<file path="src/rtl/dma_pkg.sv">
package dma_pkg;

    typedef enum logic [1:0] {
        ST_IDLE  = 2'd0,
        ST_READ  = 2'd1,
        ST_WRITE = 2'd2
    } dma_state_e;

    localparam logic [1:0] MODE_HOLD = 2'b00;
    localparam logic [1:0] MODE_INC  = 2'b01;
    localparam logic [1:0] MODE_DEC  = 2'b10;
    localparam logic [1:0] MODE_IDX  = 2'b11;

    localparam logic [2:0] REG_CTRL   = 3'd0;
    localparam logic [2:0] REG_COUNT  = 3'd1;
    localparam logic [2:0] REG_SRC    = 3'd2;
    localparam logic [2:0] REG_DST    = 3'd3;
    localparam logic [2:0] REG_INDEX  = 3'd4;
    localparam logic [2:0] REG_RELOAD = 3'd5;

    localparam logic [1:0] START_CODE = 2'b01;

    function automatic logic [2:0] elem_bytes(input logic [1:0] code);
        case (code)
            2'b01:   elem_bytes = 3'd2;
            2'b10:   elem_bytes = 3'd1;
            default: elem_bytes = 3'd4;
        endcase
    endfunction

endpackage

</file>
<file path="src/rtl/dma_addr_step.sv">
module dma_addr_step
    import dma_pkg::*;
#(
    parameter int AW = 32,
    parameter int IW = 16
) (
    input  logic [AW-1:0] cur,
    input  logic [1:0]    mode,
    input  logic [1:0]    size_code,
    input  logic          frame_last,
    input  logic [IW-1:0] elem_off,
    input  logic [IW-1:0] frame_off,
    output logic [AW-1:0] nxt
);
    localparam int EXT = AW - IW;

    logic [IW-1:0] sel_off;
    logic [AW-1:0] off_ext;
    logic [AW-1:0] size_ext;

    always_comb begin
        sel_off  = frame_last ? frame_off : elem_off;
        off_ext  = {{EXT{sel_off[IW-1]}}, sel_off};
        size_ext = AW'(elem_bytes(size_code));
        unique case (mode)
            MODE_HOLD: nxt = cur;
            MODE_INC:  nxt = cur + size_ext;
            MODE_DEC:  nxt = cur - size_ext;
            default:   nxt = cur + off_ext;
        endcase
    end

endmodule

</file>
<file path="src/rtl/dma_count.sv">
module dma_count #(
    parameter int CW = 16
) (
    input  logic            clk,
    input  logic            rst_n,
    input  logic            ld_en,
    input  logic [2*CW-1:0] ld_val,
    input  logic            dec,
    input  logic [CW-1:0]   reload,
    output logic [CW-1:0]   elem,
    output logic [CW-1:0]   frame,
    output logic            last_elem,
    output logic            last_frame,
    output logic            zero
);
    localparam logic [CW-1:0] ONE = CW'(1);

    always_ff @(posedge clk or negedge rst_n) begin
        if (!rst_n) begin
            elem  <= '0;
            frame <= '0;
        end else if (ld_en) begin
            frame <= ld_val[2*CW-1:CW];
            elem  <= ld_val[CW-1:0];
        end else if (dec) begin
            if (elem == ONE) begin
                if (frame <= ONE) begin
                    frame <= '0;
                    elem  <= '0;
                end else begin
                    frame <= frame - ONE;
                    elem  <= reload;
                end
            end else begin
                elem <= elem - ONE;
            end
        end
    end

    assign last_elem  = (elem == ONE);
    assign last_frame = (frame <= ONE);
    assign zero       = (elem == '0);

    assert_elem_dec_R4: assert property (@(posedge clk) disable iff (!rst_n)
        (dec && !ld_en && !last_elem) |=> (elem == $past(elem) - ONE));

    assert_frame_reload_R4: assert property (@(posedge clk) disable iff (!rst_n)
        (dec && !ld_en && last_elem && !last_frame) |=>
            (frame == $past(frame) - ONE) && (elem == $past(reload)));

    assert_final_clear_R4: assert property (@(posedge clk) disable iff (!rst_n)
        (dec && !ld_en && last_elem && last_frame) |=> (elem == '0) && (frame == '0));

endmodule

</file>
<file path="src/rtl/dma_ctrl_fsm.sv">
module dma_ctrl_fsm
    import dma_pkg::*;
(
    input  logic clk,
    input  logic rst_n,
    input  logic launch,
    input  logic zero_cnt,
    input  logic rd_ack,
    input  logic wr_ack,
    input  logic last_elem,
    input  logic last_frame,
    output logic rd_req,
    output logic wr_req,
    output logic busy,
    output logic cnt_dec,
    output logic addr_upd,
    output logic frame_end,
    output logic complete
);
    dma_state_e state_q, state_d;
    logic       fin_q;
    logic       end_q;

    always_ff @(posedge clk or negedge rst_n) begin
        if (!rst_n) state_q <= ST_IDLE;
        else        state_q <= state_d;
    end

    always_ff @(posedge clk or negedge rst_n) begin
        if (!rst_n) begin
            fin_q <= 1'b0;
            end_q <= 1'b0;
        end else if (state_q == ST_READ && rd_ack) begin
            end_q <= last_elem;
            fin_q <= last_elem && last_frame;
        end
    end

    always_comb begin
        state_d = state_q;
        unique case (state_q)
            ST_IDLE:  if (launch && !zero_cnt) state_d = ST_READ;
            ST_READ:  if (rd_ack) state_d = ST_WRITE;
            ST_WRITE: if (wr_ack) state_d = fin_q ? ST_IDLE : ST_READ;
            default:  state_d = ST_IDLE;
        endcase
    end

    always_comb begin
        rd_req    = 1'b0;
        wr_req    = 1'b0;
        busy      = 1'b1;
        cnt_dec   = 1'b0;
        addr_upd  = 1'b0;
        complete  = 1'b0;
        frame_end = end_q;
        unique case (state_q)
            ST_IDLE: begin
                busy     = 1'b0;
                complete = launch && zero_cnt;
            end
            ST_READ: begin
                rd_req  = 1'b1;
                cnt_dec = rd_ack;
            end
            ST_WRITE: begin
                wr_req   = 1'b1;
                addr_upd = wr_ack;
                complete = wr_ack && fin_q;
            end
            default: busy = 1'b0;
        endcase
    end

    assert_rd_hold_R3: assert property (@(posedge clk) disable iff (!rst_n)
        (rd_req && !rd_ack) |=> rd_req);

    assert_write_follows_read_R3: assert property (@(posedge clk) disable iff (!rst_n)
        (rd_req && rd_ack) |=> (wr_req && !rd_req));

    assert_launch_R2: assert property (@(posedge clk) disable iff (!rst_n)
        $rose(busy) |-> $past(launch));

endmodule

</file>
<file path="src/rtl/frame_dma.sv">
module frame_dma
    import dma_pkg::*;
#(
    parameter int AW = 32,
    parameter int CW = 16
) (
    input  logic            clk,
    input  logic            rst_n,
    input  logic            cfg_wr,
    input  logic [2:0]      cfg_addr,
    input  logic [2*CW-1:0] cfg_wdata,
    output logic [2*CW-1:0] cfg_rdata,
    output logic            rd_req,
    output logic [AW-1:0]   rd_addr,
    input  logic            rd_ack,
    input  logic [2*CW-1:0] rd_data,
    output logic            wr_req,
    output logic [AW-1:0]   wr_addr,
    output logic [2*CW-1:0] wr_data,
    input  logic            wr_ack,
    output logic            irq
);
    localparam int RW = 2 * CW;

    logic [1:0]    src_mode, dst_mode, size_code;
    logic          irq_en;
    logic [AW-1:0] src_q, dst_q, src_nxt, dst_nxt;
    logic [RW-1:0] idx_q, reload_q, data_q;
    logic          done_q, irq_q;

    logic          busy, cnt_dec, addr_upd, frame_end, complete;
    logic          wr_ok, launch, irq_arm;
    logic [CW-1:0] elem, frame;
    logic          last_elem, last_frame, zero_cnt;

    assign wr_ok   = cfg_wr && !busy;
    assign launch  = wr_ok && (cfg_addr == REG_CTRL) && (cfg_wdata[1:0] == START_CODE);
    assign irq_arm = launch ? cfg_wdata[8] : irq_en;

    dma_count #(.CW(CW)) u_count (
        .clk        (clk),
        .rst_n      (rst_n),
        .ld_en      (wr_ok && (cfg_addr == REG_COUNT)),
        .ld_val     (cfg_wdata),
        .dec        (cnt_dec),
        .reload     (reload_q[CW-1:0]),
        .elem       (elem),
        .frame      (frame),
        .last_elem  (last_elem),
        .last_frame (last_frame),
        .zero       (zero_cnt)
    );

    dma_ctrl_fsm u_fsm (
        .clk        (clk),
        .rst_n      (rst_n),
        .launch     (launch),
        .zero_cnt   (zero_cnt),
        .rd_ack     (rd_ack),
        .wr_ack     (wr_ack),
        .last_elem  (last_elem),
        .last_frame (last_frame),
        .rd_req     (rd_req),
        .wr_req     (wr_req),
        .busy       (busy),
        .cnt_dec    (cnt_dec),
        .addr_upd   (addr_upd),
        .frame_end  (frame_end),
        .complete   (complete)
    );

    dma_addr_step #(.AW(AW), .IW(CW)) u_src_step (
        .cur        (src_q),
        .mode       (src_mode),
        .size_code  (size_code),
        .frame_last (frame_end),
        .elem_off   (idx_q[CW-1:0]),
        .frame_off  (idx_q[RW-1:CW]),
        .nxt        (src_nxt)
    );

    dma_addr_step #(.AW(AW), .IW(CW)) u_dst_step (
        .cur        (dst_q),
        .mode       (dst_mode),
        .size_code  (size_code),
        .frame_last (frame_end),
        .elem_off   (idx_q[CW-1:0]),
        .frame_off  (idx_q[RW-1:CW]),
        .nxt        (dst_nxt)
    );

    always_ff @(posedge clk or negedge rst_n) begin
        if (!rst_n) begin
            src_mode  <= MODE_HOLD;
            dst_mode  <= MODE_HOLD;
            size_code <= 2'b00;
            irq_en    <= 1'b0;
            idx_q     <= '0;
            reload_q  <= '0;
        end else if (wr_ok) begin
            case (cfg_addr)
                REG_CTRL: begin
                    src_mode  <= cfg_wdata[3:2];
                    dst_mode  <= cfg_wdata[5:4];
                    size_code <= cfg_wdata[7:6];
                    irq_en    <= cfg_wdata[8];
                end
                REG_INDEX:  idx_q    <= cfg_wdata;
                REG_RELOAD: reload_q <= cfg_wdata;
                default: ;
            endcase
        end
    end

    always_ff @(posedge clk or negedge rst_n) begin
        if (!rst_n) begin
            src_q <= '0;
            dst_q <= '0;
        end else begin
            if (wr_ok && cfg_addr == REG_SRC)  src_q <= AW'(cfg_wdata);
            else if (addr_upd)                 src_q <= src_nxt;
            if (wr_ok && cfg_addr == REG_DST)  dst_q <= AW'(cfg_wdata);
            else if (addr_upd)                 dst_q <= dst_nxt;
        end
    end

    always_ff @(posedge clk or negedge rst_n) begin
        if (!rst_n) begin
            data_q <= '0;
            done_q <= 1'b0;
            irq_q  <= 1'b0;
        end else begin
            if (rd_req && rd_ack) data_q <= rd_data;
            if (complete)         done_q <= 1'b1;
            else if (launch)      done_q <= 1'b0;
            irq_q <= complete && irq_arm;
        end
    end

    always_comb begin
        case (cfg_addr)
            REG_CTRL:   cfg_rdata = RW'({done_q, busy, 7'd0, irq_en, size_code,
                                         dst_mode, src_mode, 2'b00});
            REG_COUNT:  cfg_rdata = {frame, elem};
            REG_SRC:    cfg_rdata = RW'(src_q);
            REG_DST:    cfg_rdata = RW'(dst_q);
            REG_INDEX:  cfg_rdata = idx_q;
            REG_RELOAD: cfg_rdata = reload_q;
            default:    cfg_rdata = '0;
        endcase
    end

    assign rd_addr = src_q;
    assign wr_addr = dst_q;
    assign wr_data = data_q;
    assign irq     = irq_q;

    assert_wr_stable_R3: assert property (@(posedge clk) disable iff (!rst_n)
        (wr_req && !wr_ack) |=> ($stable(wr_data) && $stable(wr_addr)));

    assert_dst_hold_R7: assert property (@(posedge clk) disable iff (!rst_n)
        (addr_upd && dst_mode == MODE_HOLD) |=> $stable(dst_q));

    assert_irq_done_R10: assert property (@(posedge clk) disable iff (!rst_n)
        irq |-> done_q);

    assert_busy_lock_R11: assert property (@(posedge clk) disable iff (!rst_n)
        (busy && cfg_wr && cfg_addr == REG_INDEX) |=> $stable(idx_q));

endmodule

</file>
<file path="config.mk">
export PLATFORM = sky130hd
export DESIGN_NAME = frame_dma
export DESIGN_NICKNAME = d
export VERILOG_FILES = /design/src/rtl/dma_pkg.sv /design/src/rtl/dma_addr_step.sv /design/src/rtl/dma_count.sv /design/src/rtl/dma_ctrl_fsm.sv /design/src/rtl/frame_dma.sv
export SDC_FILE = /design/constraint.sdc
export NUM_CORES = 1
export LEC_CHECK = 0
export BUFFER_PORTS_ARGS = -buffer_cell sky130_fd_sc_hd__buf_2
export CAP_MARGIN = 25
export CORE_AREA = 4 4 250 252
export CTS_CLUSTER_DIAMETER = 60
export DETAILED_ROUTE_END_ITERATION = 10
export DIE_AREA = 0 0 254 256
export PLACE_DENSITY = 0.47
export SYNTH_ARGS = -nofsm -noshare
export SYNTH_HDL_FRONTEND = slang
export SYNTH_SLANG_ARGS = --single-unit
</file>
<file path="constraint.sdc">
create_clock -name clk -period 6 [get_ports clk]
set_clock_uncertainty 0.15 [all_clocks]
set_input_delay 0.9 -clock clk [delete_from_list [all_inputs] [get_ports clk]]
set_output_delay 0.9 -clock clk [all_outputs]
set_load 0.02 [all_outputs]
</file>
Word-level counts from Yosys, hierarchy flattened
Cells that the tools add are included.
Storage, ports and cells
  logic and storage cells: 109
  input bits: 72
  output and inout bits: 131
  bits in registers: 205
Operators by class
  $lt $le $gt $ge: 1
  add/subtract/negate cells: 8
  equality and inequality tests: 20
  multiplexer cells: 31
  reduce and logical (&&, ||, !) cells: 33
Operator list (count)
  $pmux 32 s3: 2
  $pmux 32 s6: 1
  $mux 16: 9
  $mux 32: 4
  $add 32x3->32: 2
  $add 32x32->32: 2
  $sub 32x3->32: 2
  $sub 16x1->16 const B: 2
  $eq 16x1->1 const B: 1
  $le 16x1->1 const B: 1
  $logic_not 16->1: 1
  $logic_and 1x1->1: 13
  $reduce_and 2->1: 6
  $eq 2x1->1 const B: 5
  $reduce_bool 2->1: 5
  $mux 1: 9
  $eq 2x2->1 const B: 4
  $ne 2x2->1 const B: 4
  $eq 3x2->1 const B: 2
  $eq 3x3->1 const B: 2
  $logic_not 2->1: 3
  $mux 2: 3
  $pmux 2 s3: 1
  $pmux 3 s2: 1
  other kinds (7): 8

Depth between registers and ports, before layout
  depth in word-level cells: 10
  gate-level depth with buffers: 21

By module
From an unflattened synthesis, not the netlist that was laid out.
Unflattened totals
  cell total of the unflattened synthesis: 1778
  area, all modules: 16784.8 um^2
Modules (own cells, without submodules)
  frame_dma: cells an instance 586, sequential area each 4229.1 um^2, times used 1, area each 8272.9 um^2
  dma_addr_step (u_dst_step): cells an instance 446, sequential area each 0.0 um^2, times used 1, area each 2952.8 um^2
  dma_addr_step (u_src_step): cells an instance 429, sequential area each 0.0 um^2, times used 1, area each 2870.3 um^2
  dma_count: cells an instance 287, sequential area each 800.8 um^2, times used 1, area each 2391.0 um^2
  dma_ctrl_fsm: cells an instance 30, sequential area each 100.1 um^2, times used 1, area each 297.8 um^2

Worst setup path before layout
OpenSTA, ideal clock, no wires.
  path kind: reg2reg
  start point: register u_fsm.end_q (netlist: u_fsm.frame_end)
  end point: register src_q[28] (netlist: rd_addr[28])
  stages on the path, launching flop included: 21
  period minus slack after synthesis: 4.615 ns
  data arrival time: 4.322 ns
  path buffers: 3
  setup time: 0.142 ns
  slack: 1.385 ns
  data required time: 5.708 ns
  cell sequence: dfrtp_1 > buf_2 > buf_2 > clkbuf_1 > mux2i_1 > ha_1 > nand2_1 > or3_1 > nand3_1 > o21ai_0 > o21ai_0 > ha_1 > o211ai_1 > a21oi_1 > o311ai_1 > a21oi_1 > a311o_1 > a311oi_2 > o21bai_1 > a41oi_1 > o221ai_1
On the way
  longest elaborated chain between the ends: 5
Ends and longest elaborated chain
  from (decl): RTL line dma_ctrl_fsm.sv:22  | logic end_q;
  from (signal assigned): RTL line dma_ctrl_fsm.sv:34  | end_q <= last_elem;
  $mux 16: RTL line dma_addr_step.sv:22  | sel_off = frame_last ? frame_off : elem_off;
  $add 32x32->32: RTL line dma_addr_step.sv:29  | default: nxt = cur + off_ext;
  $pmux 32 s3: RTL line dma_addr_step.sv:25  | unique case (mode)
  $mux 32: RTL line frame_dma.sv:121  | else if (addr_upd) src_q <= src_nxt;
  $mux 32: RTL line frame_dma.sv:120  | if (wr_ok && cfg_addr == REG_SRC) src_q <= AW'(cfg_wdata);
  to (signal assigned): RTL line frame_dma.sv:120
  to (signal assigned): RTL line frame_dma.sv:121
  to (decl): RTL line frame_dma.sv:27  | logic [AW-1:0] src_q, dst_q, src_nxt, dst_nxt;
No other way between the ends. The select of a mux whose other input is x is not followed.
A chain may end at the register's enable or synchronous reset.

Final worst setup path
  start point: register u_fsm.end_q (netlist: u_fsm.frame_end)
  end point: register dst_q[31] (netlist: wr_addr[31])
On the way
  longest elaborated chain between the ends: 5
Ends and longest elaborated chain
  $mux 16: RTL line dma_addr_step.sv:22
  $add 32x32->32: RTL line dma_addr_step.sv:29
  $pmux 32 s3: RTL line dma_addr_step.sv:25
  $mux 32: RTL line frame_dma.sv:123  | else if (addr_upd) dst_q <= dst_nxt;
  $mux 32: RTL line frame_dma.sv:122  | if (wr_ok && cfg_addr == REG_DST) dst_q <= AW'(cfg_wdata);
  to (signal assigned): RTL line frame_dma.sv:122
  to (signal assigned): RTL line frame_dma.sv:123
  to (decl): RTL line frame_dma.sv:27
No other way between the ends. The select of a mux whose other input is x is not followed.

==> out/qor.csv <==
metric,value,unit
wire length of the first global-routing pass,96900,um
path category of the worst min-delay check,primary input to asynchronous set/reset pin,
total via count in the routed design,14500,
# hold bufs at CTS,0,
most frequently used cell type in the post-synthesis netlist,sky130_fd_sc_hd__dfrtp_1,
overall fraction of global-route tracks in use,19.5,%
Vert. Die Dim,256,um
CTS root buf,sky130_fd_sc_hd__clkbuf_16,
final-layout setup total negative slack,0,ns
number of core rows,90,
clock-pin slew reported for the worst setup and hold paths after clock tree synthesis,0.06,ns
CTS Buf Count,31,
Setup Viol. Count Final,0,
Worst EP required,6.31,ns
H-tree level count,1,
largest fanout of any net on the critical path,27,
area taken by flip-flops and latches,0.00513,sq mm
Iteration-0 DRC Markers,1287,
outcome,"complete, no violations",
area share of the largest cell type after synthesis,34.3,%
number of enable-type register cells in the synthesized netlist,0,
Max-cap violations,0,
share of cells above drive strength 1,22.2,%
"Arr. time, crit path",5.70,ns
synthesis-to-layout area growth,19.3,%
post-detailed-route DRC marker count,0,
final worst setup slack,0.605,ns
largest net degree at the start of global routing,118,
Worst Hold Margin,0.241,ns
effective utilization at floorplan,24.9,%
final clock period utilization by the worst path,89.9,%
wire length after detailed routing,66000,um
clock latency on the worst-skew pair,0.59,ns
RSZ-0062 raised after global routing,no,
Synth cell types,73,
net count of the mapped netlist,1874,
final critical path time including I/O delays and setup,5.39,ns
total area of multi-input combinational cells,0.00933,sq mm
Routability Congestion,0.920,
reg-to-reg setup timing slack,0.61,ns
remaining antenna violation count after routing,0,
DP Worst Slack,0.704,ns
post-synth design cell area,0.0150,sq mm
number of top-level design ports,203,
clock tree buffer depth,3,
startpoint kind of the worst setup timing path,flip-flop,
leading post-synthesis cells by instance count,"205 x sky130_fd_sc_hd__dfrtp_1, 178 x sky130_fd_sc_hd__nand2_1, 161 x sky130_fd_sc_hd__a21oi_1, 158 x sky130_fd_sc_hd__o21ai_0, 139 x sky130_fd_sc_hd__nor2_1",
CTS sink cnt,205,
worst reg2reg path startpoint,u_fsm.frame_end,
fin nets,2037,
share of synthesized area occupied by flip-flops and latches,34.3,%
number of warnings issued by yosys,0,
Core Footprint,0.0601,sq mm
Crit. End Element,flip-flop,
synthesized instance count,1718,
initial antenna violation count,1,
top area cells in the synthesized netlist,"sky130_fd_sc_hd__dfrtp_1 34%, sky130_fd_sc_hd__mux2_2 8.5%, sky130_fd_sc_hd__ha_1 6.9%, sky130_fd_sc_hd__a21oi_1 5.4%, sky130_fd_sc_hd__o21ai_0 5.3%",
worst setup path category,flip-flop to flip-flop,
count of TritonRoute iterations in the first routing pass,5,
number of hold violations in the final report,0,
slew of the pin with the lowest slew margin,1.01,ns
number of storage elements in the synthesis netlist,205,
"area leader, netlist",sky130_fd_sc_hd__dfrtp_1,
TritonCTS clock tree,built,
Horiz. Die Dim,254,um
share of synthesized flip-flops with an asynchronous set or reset,100,%
number of gates resized after cts,0,
via count of the first global-routing pass,14100,
worst setup path startpoint,u_fsm.frame_end,
vias per cell,5.40,
fin. max-slew vios,0,
DPL Wire Length,50200,um
FILL cells,6506,
port bufs,202,
worst slew margin relative to its limit,32.6,%
synthesized area per cell,8.71,sq um
Synth Flop Type,sky130_fd_sc_hd__dfrtp_1,
post-CTS setup buffer count,0,
wire per inst,24.6,um
Max Freq,185,MHz
Die Area,0.0650,sq mm
aggregate global routing overflow,0,
cell usage in the layout, fill, tap and decap left out, types with 5 or more instances in the layout:
cell                        count
sky130_fd_sc_hd__a21oi_1      161
sky130_fd_sc_hd__clkbuf_8       5
sky130_fd_sc_hd__nor3b_1        6
sky130_fd_sc_hd__o22ai_1       11
sky130_fd_sc_hd__xor2_1        22
sky130_fd_sc_hd__o21bai_1       7
sky130_fd_sc_hd__inv_1         38
sky130_fd_sc_hd__o21ai_0      158
sky130_fd_sc_hd__ha_1          82
sky130_fd_sc_hd__nand2_1      178
sky130_fd_sc_hd__a211oi_1      11
sky130_fd_sc_hd__buf_4         21
sky130_fd_sc_hd__and3_1        22
sky130_fd_sc_hd__clkbuf_16     31
sky130_fd_sc_hd__o21a_1        30
sky130_fd_sc_hd__a21o_1        28
sky130_fd_sc_hd__or2_2          5
sky130_fd_sc_hd__buf_2        201
sky130_fd_sc_hd__o31ai_1        9
sky130_fd_sc_hd__a22oi_1       17
sky130_fd_sc_hd__nand3_1       29
sky130_fd_sc_hd__a31oi_1       22
sky130_fd_sc_hd__dfrtp_1      205
sky130_fd_sc_hd__o221ai_1       7
sky130_fd_sc_hd__inv_6          7
sky130_fd_sc_hd__clkinv_4       5
sky130_fd_sc_hd__a221o_1       29
sky130_fd_sc_hd__nor3_1        47
sky130_fd_sc_hd__nor2_1       139
sky130_fd_sc_hd__or3_1          8
sky130_fd_sc_hd__xnor2_1       37
sky130_fd_sc_hd__nor4_1         8
sky130_fd_sc_hd__o211ai_1      11
sky130_fd_sc_hd__mux2i_1       72
sky130_fd_sc_hd__nor2b_1       14
sky130_fd_sc_hd__nand4_1        8
sky130_fd_sc_hd__o31a_1         6
sky130_fd_sc_hd__nand2b_1      20
sky130_fd_sc_hd__mux2_2       113
worst max-delay path, stage by stage, from the launching register on:
cell and delay, ns:
sky130_fd_sc_hd__dfrtp_1 0.44, sky130_fd_sc_hd__buf_4 0.27, sky130_fd_sc_hd__nor3_1 0.23, sky130_fd_sc_hd__a21oi_1 0.12, sky130_fd_sc_hd__or3_1 0.44, sky130_fd_sc_hd__or2_2 0.35, sky130_fd_sc_hd__or3_1 0.33, sky130_fd_sc_hd__nand3_1 0.10
sky130_fd_sc_hd__o21ai_0 0.11, sky130_fd_sc_hd__o21ai_0 0.41, sky130_fd_sc_hd__ha_1 0.41, sky130_fd_sc_hd__nand2_1 0.10, sky130_fd_sc_hd__nor2_1 0.07, sky130_fd_sc_hd__a221o_1 0.32, sky130_fd_sc_hd__a311oi_1 0.45, sky130_fd_sc_hd__o21bai_1 0.23
sky130_fd_sc_hd__a21o_1 0.20, sky130_fd_sc_hd__a21oi_1 0.20, sky130_fd_sc_hd__mux2i_1 0.24, sky130_fd_sc_hd__nand3_1 0.09
routing by layer:
metal	global-route usage [%]	wire length, um
met2	31.6	30500
met3	3.27	4050
met5	0	0
met1	27.4	29700
met4	4.34	1740
registers in the layout (all words and copies together) (netlist names), 16 cells and up:
signal	count
wr_data	32
idx_q	32
u_count.frame	16
rd_addr	32
reload_q	32
wr_addr	32
u_count.elem	16
logic make-up (layout without fill, tap and decap cells):
| kind of cell | Yosys count | count (layout) | synth area share, % |
|---|---|---|---|
| other | 0 | 1 | 0 |
| muxes | 185 | 185 | 13.3 |
| DFF | 205 | 205 | 34.3 |
| buffers and inverters | 134 | 322 | 3.49 |
| AOI/OAI and AO/OA | 543 | 543 | 22.6 |
| xor gates and xnor gates | 59 | 59 | 3.45 |
| and+or+nand+nor | 508 | 508 | 15.8 |
| adders and majority gates | 84 | 84 | 7.12 |
through the flow:
stage | util [%] | area [sq um] | instances
after floorplan | - | 15000 | 1718
after global placement | 27.9 | 16800 | 2628
after detailed placement | 27.9 | 16800 | 2628
after CTS | 29.6 | 17800 | 2686
after global routing | 29.7 | 17900 | 2688
final | 29.7 | 17900 | 2689
area by class of cell:
cell class                 count  share of cell area, %
multi-input combinational   1379                   52.3
sequential                   205                   28.7
timing repair buffer         226                   6.87
tap                          782                   5.48
clock buffer                  37                   4.75
clock inverter                21                   1.09
inverter                      38                  0.799
antenna                        1                 0.0140
worst paths after layout:
kind,end,depth (start not counted)
max in group asynchronous,rd_addr[11],2
max,wr_addr[31],19
max reg2reg,wr_addr[31],19
min in group clk,wr_data[23],1
min,wr_data[5],1
min reg2reg,wr_data[23],1
Power is left out: the tool's default activity adds up to more than one toggle a clock period on the data nets, which glitch-free logic cannot reach.
